**src/rtl/temp_alarm_pkg.sv**
```systemverilog
package temp_alarm_pkg;
  localparam int TEMP_W   = 16;
  localparam int FQ_W     = 2;
  localparam int POL_BIT  = 8;
  localparam int MODE_BIT = 9;
  localparam int FQ_LO    = 10;
  localparam int CFG_HI   = FQ_LO + FQ_W - 1;

  typedef logic signed [TEMP_W-1:0] temp_t;
  typedef enum logic {ARM_TRIP = 1'b0, ARM_RELEASE = 1'b1} arm_e;
endpackage

```
**src/rtl/alarm_fault_queue.sv**
```systemverilog
module alarm_fault_queue #(
  parameter int FQ_W = 2
) (
  input  logic            clk_i,
  input  logic            rst_ni,
  input  logic            clr_i,
  input  logic            step_i,
  input  logic            fault_i,
  input  logic [FQ_W-1:0] fq_sel_i,
  output logic            qual_o
);
  localparam int MAX_CNT = 1 << ((1 << FQ_W) - 1);
  localparam int CNT_W   = $clog2(MAX_CNT + 1);

  logic [CNT_W-1:0] cnt_q;
  logic [CNT_W-1:0] need_m1;

  assign need_m1 = CNT_W'((1 << fq_sel_i) - 1);
  assign qual_o  = step_i && fault_i && (cnt_q >= need_m1);

  always_ff @(posedge clk_i or negedge rst_ni) begin
    if (!rst_ni)        cnt_q <= '0;
    else if (clr_i)     cnt_q <= '0;
    else if (step_i) begin
      if (!fault_i)                       cnt_q <= '0;
      else if (cnt_q != CNT_W'(MAX_CNT))  cnt_q <= cnt_q + 1'b1;
    end
  end
endmodule

```
**src/rtl/alarm_status_channel.sv**
```systemverilog
module alarm_status_channel
  import temp_alarm_pkg::*;
#(
  parameter bit HIGH_SIDE = 1'b1,
  parameter int QW        = FQ_W
) (
  input  logic          clk_i,
  input  logic          rst_ni,
  input  logic          sample_vld_i,
  input  temp_t         sample_i,
  input  temp_t         trip_thr_i,
  input  temp_t         rel_thr_i,
  input  logic [QW-1:0] fq_sel_i,
  input  logic          int_mode_i,
  input  logic          rd_i,
  input  logic          shutdown_i,
  output logic          stat_o
);
  logic fault, relax, qual, step, event_hit;
  arm_e arm_q;

  generate
    if (HIGH_SIDE) begin : g_high
      assign fault = sample_i > trip_thr_i;
      assign relax = sample_i < rel_thr_i;
    end else begin : g_low
      assign fault = sample_i < trip_thr_i;
      assign relax = sample_i > rel_thr_i;
    end
  endgenerate

  assign step = sample_vld_i && !shutdown_i;

  alarm_fault_queue #(.FQ_W(QW)) u_fq (
    .clk_i    (clk_i),
    .rst_ni   (rst_ni),
    .clr_i    (shutdown_i),
    .step_i   (step),
    .fault_i  (fault),
    .fq_sel_i (fq_sel_i),
    .qual_o   (qual)
  );

  // armed event for interrupt mode
  assign event_hit = (arm_q == ARM_TRIP) ? qual : (step && relax);

  always_ff @(posedge clk_i or negedge rst_ni) begin
    if (!rst_ni) begin
      stat_o <= 1'b0;
      arm_q  <= ARM_TRIP;
    end else if (shutdown_i) begin
      stat_o <= 1'b0;
      arm_q  <= ARM_TRIP;
    end else if (!int_mode_i) begin
      arm_q <= ARM_TRIP;
      if (qual)                stat_o <= 1'b1;
      else if (step && relax)  stat_o <= 1'b0;
    end else begin
      // a new event outranks a read in the same cycle
      if (event_hit && (!stat_o || rd_i)) begin
        stat_o <= 1'b1;
        arm_q  <= (arm_q == ARM_TRIP) ? ARM_RELEASE : ARM_TRIP;
      end else if (rd_i) begin
        stat_o <= 1'b0;
      end
    end
  end
endmodule

```
**src/rtl/alarm_pin_drive.sv**
```systemverilog
module alarm_pin_drive (
  input  logic ot_i,
  input  logic ut_i,
  input  logic pol_i,
  output logic lvl_o,
  output logic drv_low_o
);
  logic active;
  assign active    = ot_i || ut_i;
  assign lvl_o     = pol_i ? active : !active;
  assign drv_low_o = !lvl_o;
endmodule

```
**src/rtl/temp_alarm_unit.sv**
```systemverilog
module temp_alarm_unit
  import temp_alarm_pkg::*;
(
  input  logic                     clk_i,
  input  logic                     rst_ni,
  input  logic                     sample_vld_i,
  input  logic signed [TEMP_W-1:0] sample_i,
  input  logic signed [TEMP_W-1:0] th_i,
  input  logic signed [TEMP_W-1:0] th_hyst_i,
  input  logic signed [TEMP_W-1:0] tl_i,
  input  logic signed [TEMP_W-1:0] tl_hyst_i,
  input  logic [CFG_HI:POL_BIT]    cfg_i,
  input  logic                     stat_rd_i,
  input  logic                     shutdown_i,
  output logic                     ot_o,
  output logic                     ut_o,
  output logic                     alarm_lvl_o,
  output logic                     alarm_drv_low_o
);
  localparam int N_SIDE = 2;

  temp_t trip_thr [N_SIDE];
  temp_t rel_thr  [N_SIDE];
  logic  stat     [N_SIDE];

  assign trip_thr[0] = th_i;
  assign rel_thr[0]  = th_hyst_i;
  assign trip_thr[1] = tl_i;
  assign rel_thr[1]  = tl_hyst_i;

  for (genvar d = 0; d < N_SIDE; d++) begin : g_side
    alarm_status_channel #(.HIGH_SIDE(d == 0), .QW(FQ_W)) u_ch (
      .clk_i        (clk_i),
      .rst_ni       (rst_ni),
      .sample_vld_i (sample_vld_i),
      .sample_i     (sample_i),
      .trip_thr_i   (trip_thr[d]),
      .rel_thr_i    (rel_thr[d]),
      .fq_sel_i     (cfg_i[CFG_HI:FQ_LO]),
      .int_mode_i   (cfg_i[MODE_BIT]),
      .rd_i         (stat_rd_i),
      .shutdown_i   (shutdown_i),
      .stat_o       (stat[d])
    );
  end

  assign ot_o = stat[0];
  assign ut_o = stat[1];

  alarm_pin_drive u_pin (
    .ot_i      (stat[0]),
    .ut_i      (stat[1]),
    .pol_i     (cfg_i[POL_BIT]),
    .lvl_o     (alarm_lvl_o),
    .drv_low_o (alarm_drv_low_o)
  );
endmodule

```
**config.mk**
```make
export PLATFORM = sky130hd
export DESIGN_NAME = temp_alarm_unit
export DESIGN_NICKNAME = d
export VERILOG_FILES = /design/src/rtl/temp_alarm_pkg.sv /design/src/rtl/alarm_fault_queue.sv /design/src/rtl/alarm_status_channel.sv /design/src/rtl/alarm_pin_drive.sv /design/src/rtl/temp_alarm_unit.sv
export SDC_FILE = /design/constraint.sdc
export NUM_CORES = 1
export LEC_CHECK = 0
export BUFFER_PORTS_ARGS = -buffer_cell sky130_fd_sc_hd__buf_2
export CORE_MARGIN = 3
export CORE_UTILIZATION = 40
export DETAILED_ROUTE_END_ITERATION = 10
export MAX_ROUTING_LAYER = met4
export PLACE_DENSITY_LB_ADDON = 0.15
export SLEW_MARGIN = 20
export SYNTH_ARGS = -nofsm -noshare
export SYNTH_HDL_FRONTEND = slang
export SYNTH_SLANG_ARGS = --single-unit
```
**constraint.sdc**
```tcl
create_clock -name clk_i -period 4.2 [get_ports clk_i]
set_input_delay 0.42 -clock clk_i [delete_from_list [all_inputs] [get_ports clk_i]]
set_output_delay 0.42 -clock clk_i [all_outputs]
set_load 0.03 [all_outputs]
```
== Word-level counts from Yosys, hierarchy flattened ==
Index checks and enable logic that the tools add are counted.

* Add/sub/neg operators: 3
* Order comparisons: 6
* Equal/unequal tests: 8
* Shifts and indexed selects: 1
* Mux-type cells: 30
* Reductions and logical operators: 24

{| class="wikitable"
|+ Operator list
! cell !! number
|-
| $gt A16 B16 Y1 || 2
|-
| $lt A16 B16 Y1 || 2
|-
| $mux W4 || 8
|-
| $mux W1 || 22
|-
| $logic_and A1 B1 Y1 || 9
|-
| $add A4 B1 Y4 const B || 2
|-
| $ge A4 B4 Y1 || 2
|-
| $ne A4 B1 Y1 const B || 2
|-
| $ne A4 B4 Y1 const B || 2
|-
| $reduce_and A2 Y1 || 4
|-
| $reduce_bool A4 Y1 || 2
|-
| $ne A3 B1 Y1 const B || 2
|-
| $ne A3 B2 Y1 const B || 2
|-
| $logic_not A1 Y1 || 5
|-
| $shl A1 B2 Y4 const A || 1
|-
| $sub A4 B2 Y4 const B || 1
|-
| $logic_or A1 B1 Y1 || 3
|-
| $reduce_bool A2 Y1 || 1
|}

* Register bits after elaboration: 12
* Bits of input ports: 89
* Output and inout bits: 4
* Word-level logic and storage cells: 78

== Logic depth before layout (Yosys ltp) ==
* Depth in word-level cells: 9
* Gate-level depth with buffers: 9

== Modules after synthesis ==
Synthesis repeated with hierarchy kept, for this count alone.

* Cells, all modules: 339
* Area, all modules: 2,670.1 um^2

{| class="wikitable"
|+ By module, submodules not included
! module !! instances !! cells an instance !! area each (um^2)
|-
| alarm_status_channel (g_side[1].u_ch) || 1 || 125 || 952.2
|-
| alarm_status_channel (g_side[0].u_ch) || 1 || 125 || 938.4
|-
| alarm_fault_queue || 2 || 43 || 377.9
|-
| alarm_pin_drive || 1 || 3 || 23.8
|}

== Worst setup path after synthesis ==
Ideal clock, no wire load.

* Kind: in2reg
* Start point: input th_i[15]
* End point: register g_side[0].u_ch.u_fq.cnt_q[1]
* Arrival time: 2.288 ns
* Setup slack: 1.786 ns
* Cell stages on the path: 9
* Buffers on the path: 0
* Path through: inv_1 ha_1 nand4_1 nor2_1 a221o_1 or3_4 mux2i_2 nor3_1 a221o_1

* Word-level cells in the longest chain between the ends: 4
* Elaborated cells on any way between the ends: 6
* Those cells by class: order compare: 1; eq/ne: 1; mux: 3; reduce/logical: 1

{| class="wikitable"
|+ RTL lines
! element !! RTL line !! RTL
|-
| start, declared || temp_alarm_unit.sv:8 || <nowiki>input logic signed [TEMP_W-1:0] th_i,</nowiki>
|-
| $gt A16 B16 Y1 (*) || alarm_status_channel.sv:24 || <nowiki>assign fault = sample_i > trip_thr_i;</nowiki>
|-
| $mux W4 || alarm_fault_queue.sv:25 || <nowiki>if (!fault_i) cnt_q <= '0;</nowiki>
|-
| $mux W4 || alarm_fault_queue.sv:24 || <nowiki>else if (step_i) begin</nowiki>
|-
| $mux W4 || alarm_fault_queue.sv:23 || <nowiki>else if (clr_i) cnt_q <= '0;</nowiki>
|-
| end signal, assigned || alarm_fault_queue.sv:26 || <nowiki>else if (cnt_q != CNT_W'(MAX_CNT)) cnt_q <= cnt_q + 1'b1;</nowiki>
|-
| end, declared || alarm_fault_queue.sv:15 || <nowiki>logic [CNT_W-1:0] cnt_q;</nowiki>
|}

Every way passes the cells marked *; elsewhere a longest branch is shown, timed or not. The select of a mux whose other input is x is not followed.
A chain may end at the register's enable or synchronous reset.

== Final worst setup path ==
* Start point: input sample_i[15]
* End point: register g_side[0].u_ch.u_fq.cnt_q[1]

* Word-level cells in the longest chain between the ends: 4
* Elaborated cells on any way between the ends: 6
* Those cells by class: order compare: 1; eq/ne: 1; mux: 3; reduce/logical: 1

{| class="wikitable"
|+ RTL lines
! element !! RTL line !! RTL
|-
| start, declared || temp_alarm_unit.sv:7 || <nowiki>input logic signed [TEMP_W-1:0] sample_i,</nowiki>
|-
| $gt A16 B16 Y1 (*) || alarm_status_channel.sv:24 ||
|-
| $mux W4 || alarm_fault_queue.sv:25 ||
|-
| $mux W4 || alarm_fault_queue.sv:24 ||
|-
| $mux W4 || alarm_fault_queue.sv:23 ||
|}

Marks and branches as above.

==> metrics.yaml <==
status:
  run_status: "finished clean"
layout:
  utilization_pct: 52.6
  fin_area_um2: 3230
  layout_commonest_cell: "buf_2"
  synthToLayoutAreaGrowth_pct: 22.9
  drive_gt1_share_pct: 25.2
  fill_cells: 618
  final_cell_mix: "92 x buf_2, 72 x ha_1, 71 x inv_1"
  final_nets: 591
  n_antenna_cell: 0
job:
  max_cap_viol_count: 0
power_and_ir_drop:
  clockPowerShare_pct: 22.8
  internal-power_uw: 351
  p_leak_nw: 1.83
  ir_worst_vdd_mv: 0.210
  p_comb_share_pct: 53.6
  p_per_area_nw_per_um2: 180
  switchingPower_uw: 228
  seqPwrFrac_pct: 23.6
  p_sw_share_pct: 39.5
die:
  dieArea_um2: 7570
  num_rows: 28
  core_area_um2: 6130
  initial_utilization_pct: 42.8
  die_y_um: 87.0
  top_level_ports: 93
  die_w_um: 87.0
routing:
  drc: 0
  dr_total_vias: 2647
  wl_um: 7130
  first_pass_iters: 5
  wl_per_cell_um: 14.1
  vias_per_cell: 5.25
  drt_iter0_markers: 80
  drtAntennaViolNets: 0
timing:
  fin_tns_setup_ns: 0
  setup_violations: 0
  slew_violations: 0
  finalHoldViolCount: 0
  finalCritPeriodShare_pct: 59.2
  worstMarginPinSlew_ns: 0.497
  rsz0062_at_grt: "false"
  setup_ws_ns: 1.71
  fmax_mhz: 402
  max_slew_margin_pct: 66.0
  skew_ns: 0.00658
  fin_hold_ws_ns: 0.0564
  fin_crit_ns: 2.49
setup_path:
  rr_worst_depth: 9
  worst_path_most_repeated_cell: "a221o_1"
  end_kind: "flop"
  cp_slowest_cell: "ha_1"
  slowest_delay_ns: 0.36
  cp.depth: 9
  cp_num_buf_inv: 1
  crit_chain: "buf_2 > ha_1 > nand4_1 > nor2_1 > a221o_1 > or3_4 > mux2i_2 > nor3_1 > a221o_1"
  cp.required_ns: 4.34
  arrival_ns: 2.62
  crit_fanout: 7
  critPathTopFamily: "simple AND/OR/NAND/NOR gates"
  worstSetupStartpointType: "input port"
  path_class: "input port to flop"
hold_path:
  min_path_type: "input port to asynchronous set/reset pin"
clocking:
  clk_pin_slew_ns: 0.06
  worstSkewPairLatency_ns: 0.25
  root_buffer: "clkbuf_8"
  cts_sinks: 12
  cts_htree_levels: 1
  cts_buffer_depth: 2
  cts_tree: "built"
  cts_hold_repair.buffers: 0
  ctsResizeCount: 0
  cts_setup_buffers: 0
  cts_made_buffers: 3
global_route:
  antenna_found_initial: 0
  grt_overflow: 0
  grt_start_max_net_pins: 15
  grt_pass1_vias: 2547
  grt.total_usage_pct: 19.4
  grt_pass1_wl_um: 11400
synthesis:
  syn_inst: 335
  synth.distinct_cells: 49
  ys_warn_count: 0
  seq_area_frac_synth_pct: 11.4
  synth_ff_type: "dfrtp_1"
  netlist_area_um2: 2620
  synthArstFlopShare_pct: 100
  ys_seq_elements: 12
  synthesis.nets: 496
  syn_area_per_cell_um2: 7.83
  synth_edf_count: 0
placement:
  placed_area_um2: 3170
  place_ws_ns: 1.44
  io_buffers: 92
  dpl.hpwl_um: 6180
  place_congestion: 0.878
[power groups by stage]
stage / combinational, mW / sequential (mW) / clock, mW
after floorplan: 0.201 / 0.138 / 0
after global placement: 0.304 / 0.139 / 0
after detailed placement: 0.310 / 0.139 / 0
after CTS: 0.313 / 0.137 / 0.135
after global routing: 0.356 / 0.139 / 0.142
final: 0.310 / 0.137 / 0.132
[metal layers]
layer  global-route usage [%]  up-vias  wire, µm  part of all wire, %
met5                        -        -         0                    0
met3                     1.89        2       381                  5.3
met4                     3.12        0        17                 0.24
met2                     32.2       65      3360                   47
met1                     25.9     1181      3370                   47
li1                         -     1399         -                    -
[per-stage QoR]
stage | power (mW) | std cells
6_report | 0.579 | 504
5_1_grt | 0.638 | 504
4_1_cts | 0.585 | 504
3_5_place_dp | 0.449 | 500
3_3_place_gp | 0.443 | 500
2_1_floorplan | 0.340 | 335
[kinds of logic after synthesis]
family                     count (synthesis)  share of synthesized area, %
muxes                                      2                          1.38
and+or+nand+nor                           92                          19.1
xor gates and xnor gates                   3                          1.00
AOI/OAI and AO/OA                         81                          22.3
buffers and inverters                     73                          10.4
adders and majority gates                 72                          34.3
DFF                                       12                          11.4
[flip-flops by register name (all words and copies together), names as in the netlist]
register / cells
g_side.u_ch.arm_q: 2
g_side.u_ch.stat_o: 2
g_side.u_ch.u_fq.cnt_q: 8
[path summary, 6_finish.rpt]
kind / from / to / slack [ns]
setup / recovery: sample_i[15] / g_side[0].u_ch.u_fq.cnt_q[1] / 1.71
hold / removal: rst_ni / g_side[0].u_ch.u_fq.cnt_q[0] / 0.06
setup reg to reg: g_side[1].u_ch.u_fq.cnt_q[0] / g_side[1].u_ch.stat_o / 2.10
hold reg to reg: g_side[0].u_ch.u_fq.cnt_q[3] / g_side[0].u_ch.u_fq.cnt_q[3] / 0.59
max in group asynchronous: rst_ni / g_side[1].u_ch.u_fq.cnt_q[3] / 3.90
min in group clk_i: cfg_i[9] / g_side[0].u_ch.stat_o / 0.55
[Yosys cell counts (3+ instances only)]
master,instances,share of area [%]
o21a_1,3,0.86
o21ai_0,12,2.3
dfrtp_1,12,11
a31o_2,3,1.0
ha_1,72,34
a221o_1,3,1.1
a21oi_1,26,5.0
nor4_1,5,1.2
nand2b_1,5,1.2
nand3b_1,3,0.86
nor2b_1,5,1.2
nor2_1,16,2.3
a2111oi_0,3,1.0
o211ai_1,3,0.86
nor3_1,7,1.3
nand3_1,8,1.5
a211oi_1,4,1.1
o31ai_1,4,1.1
nand4_1,13,3.1
or4_1,3,0.86
a21o_1,7,2.0
inv_1,71,10
nand2_1,18,2.6
[layout make-up]
| type | instances | area (µm²) | area share, % |
|---|---|---|---|
| clock buffers | 4 | 55.1 | 1.71 |
| inverters | 71 | 267 | 8.26 |
| repair buffers | 92 | 460 | 14.3 |
| multi-input cells | 250 | 2050 | 63.5 |
| flip-flops and latches | 12 | 300 | 9.31 |
| well taps | 75 | 93.8 | 2.91 |
Power figures use the tool's default switching activity.
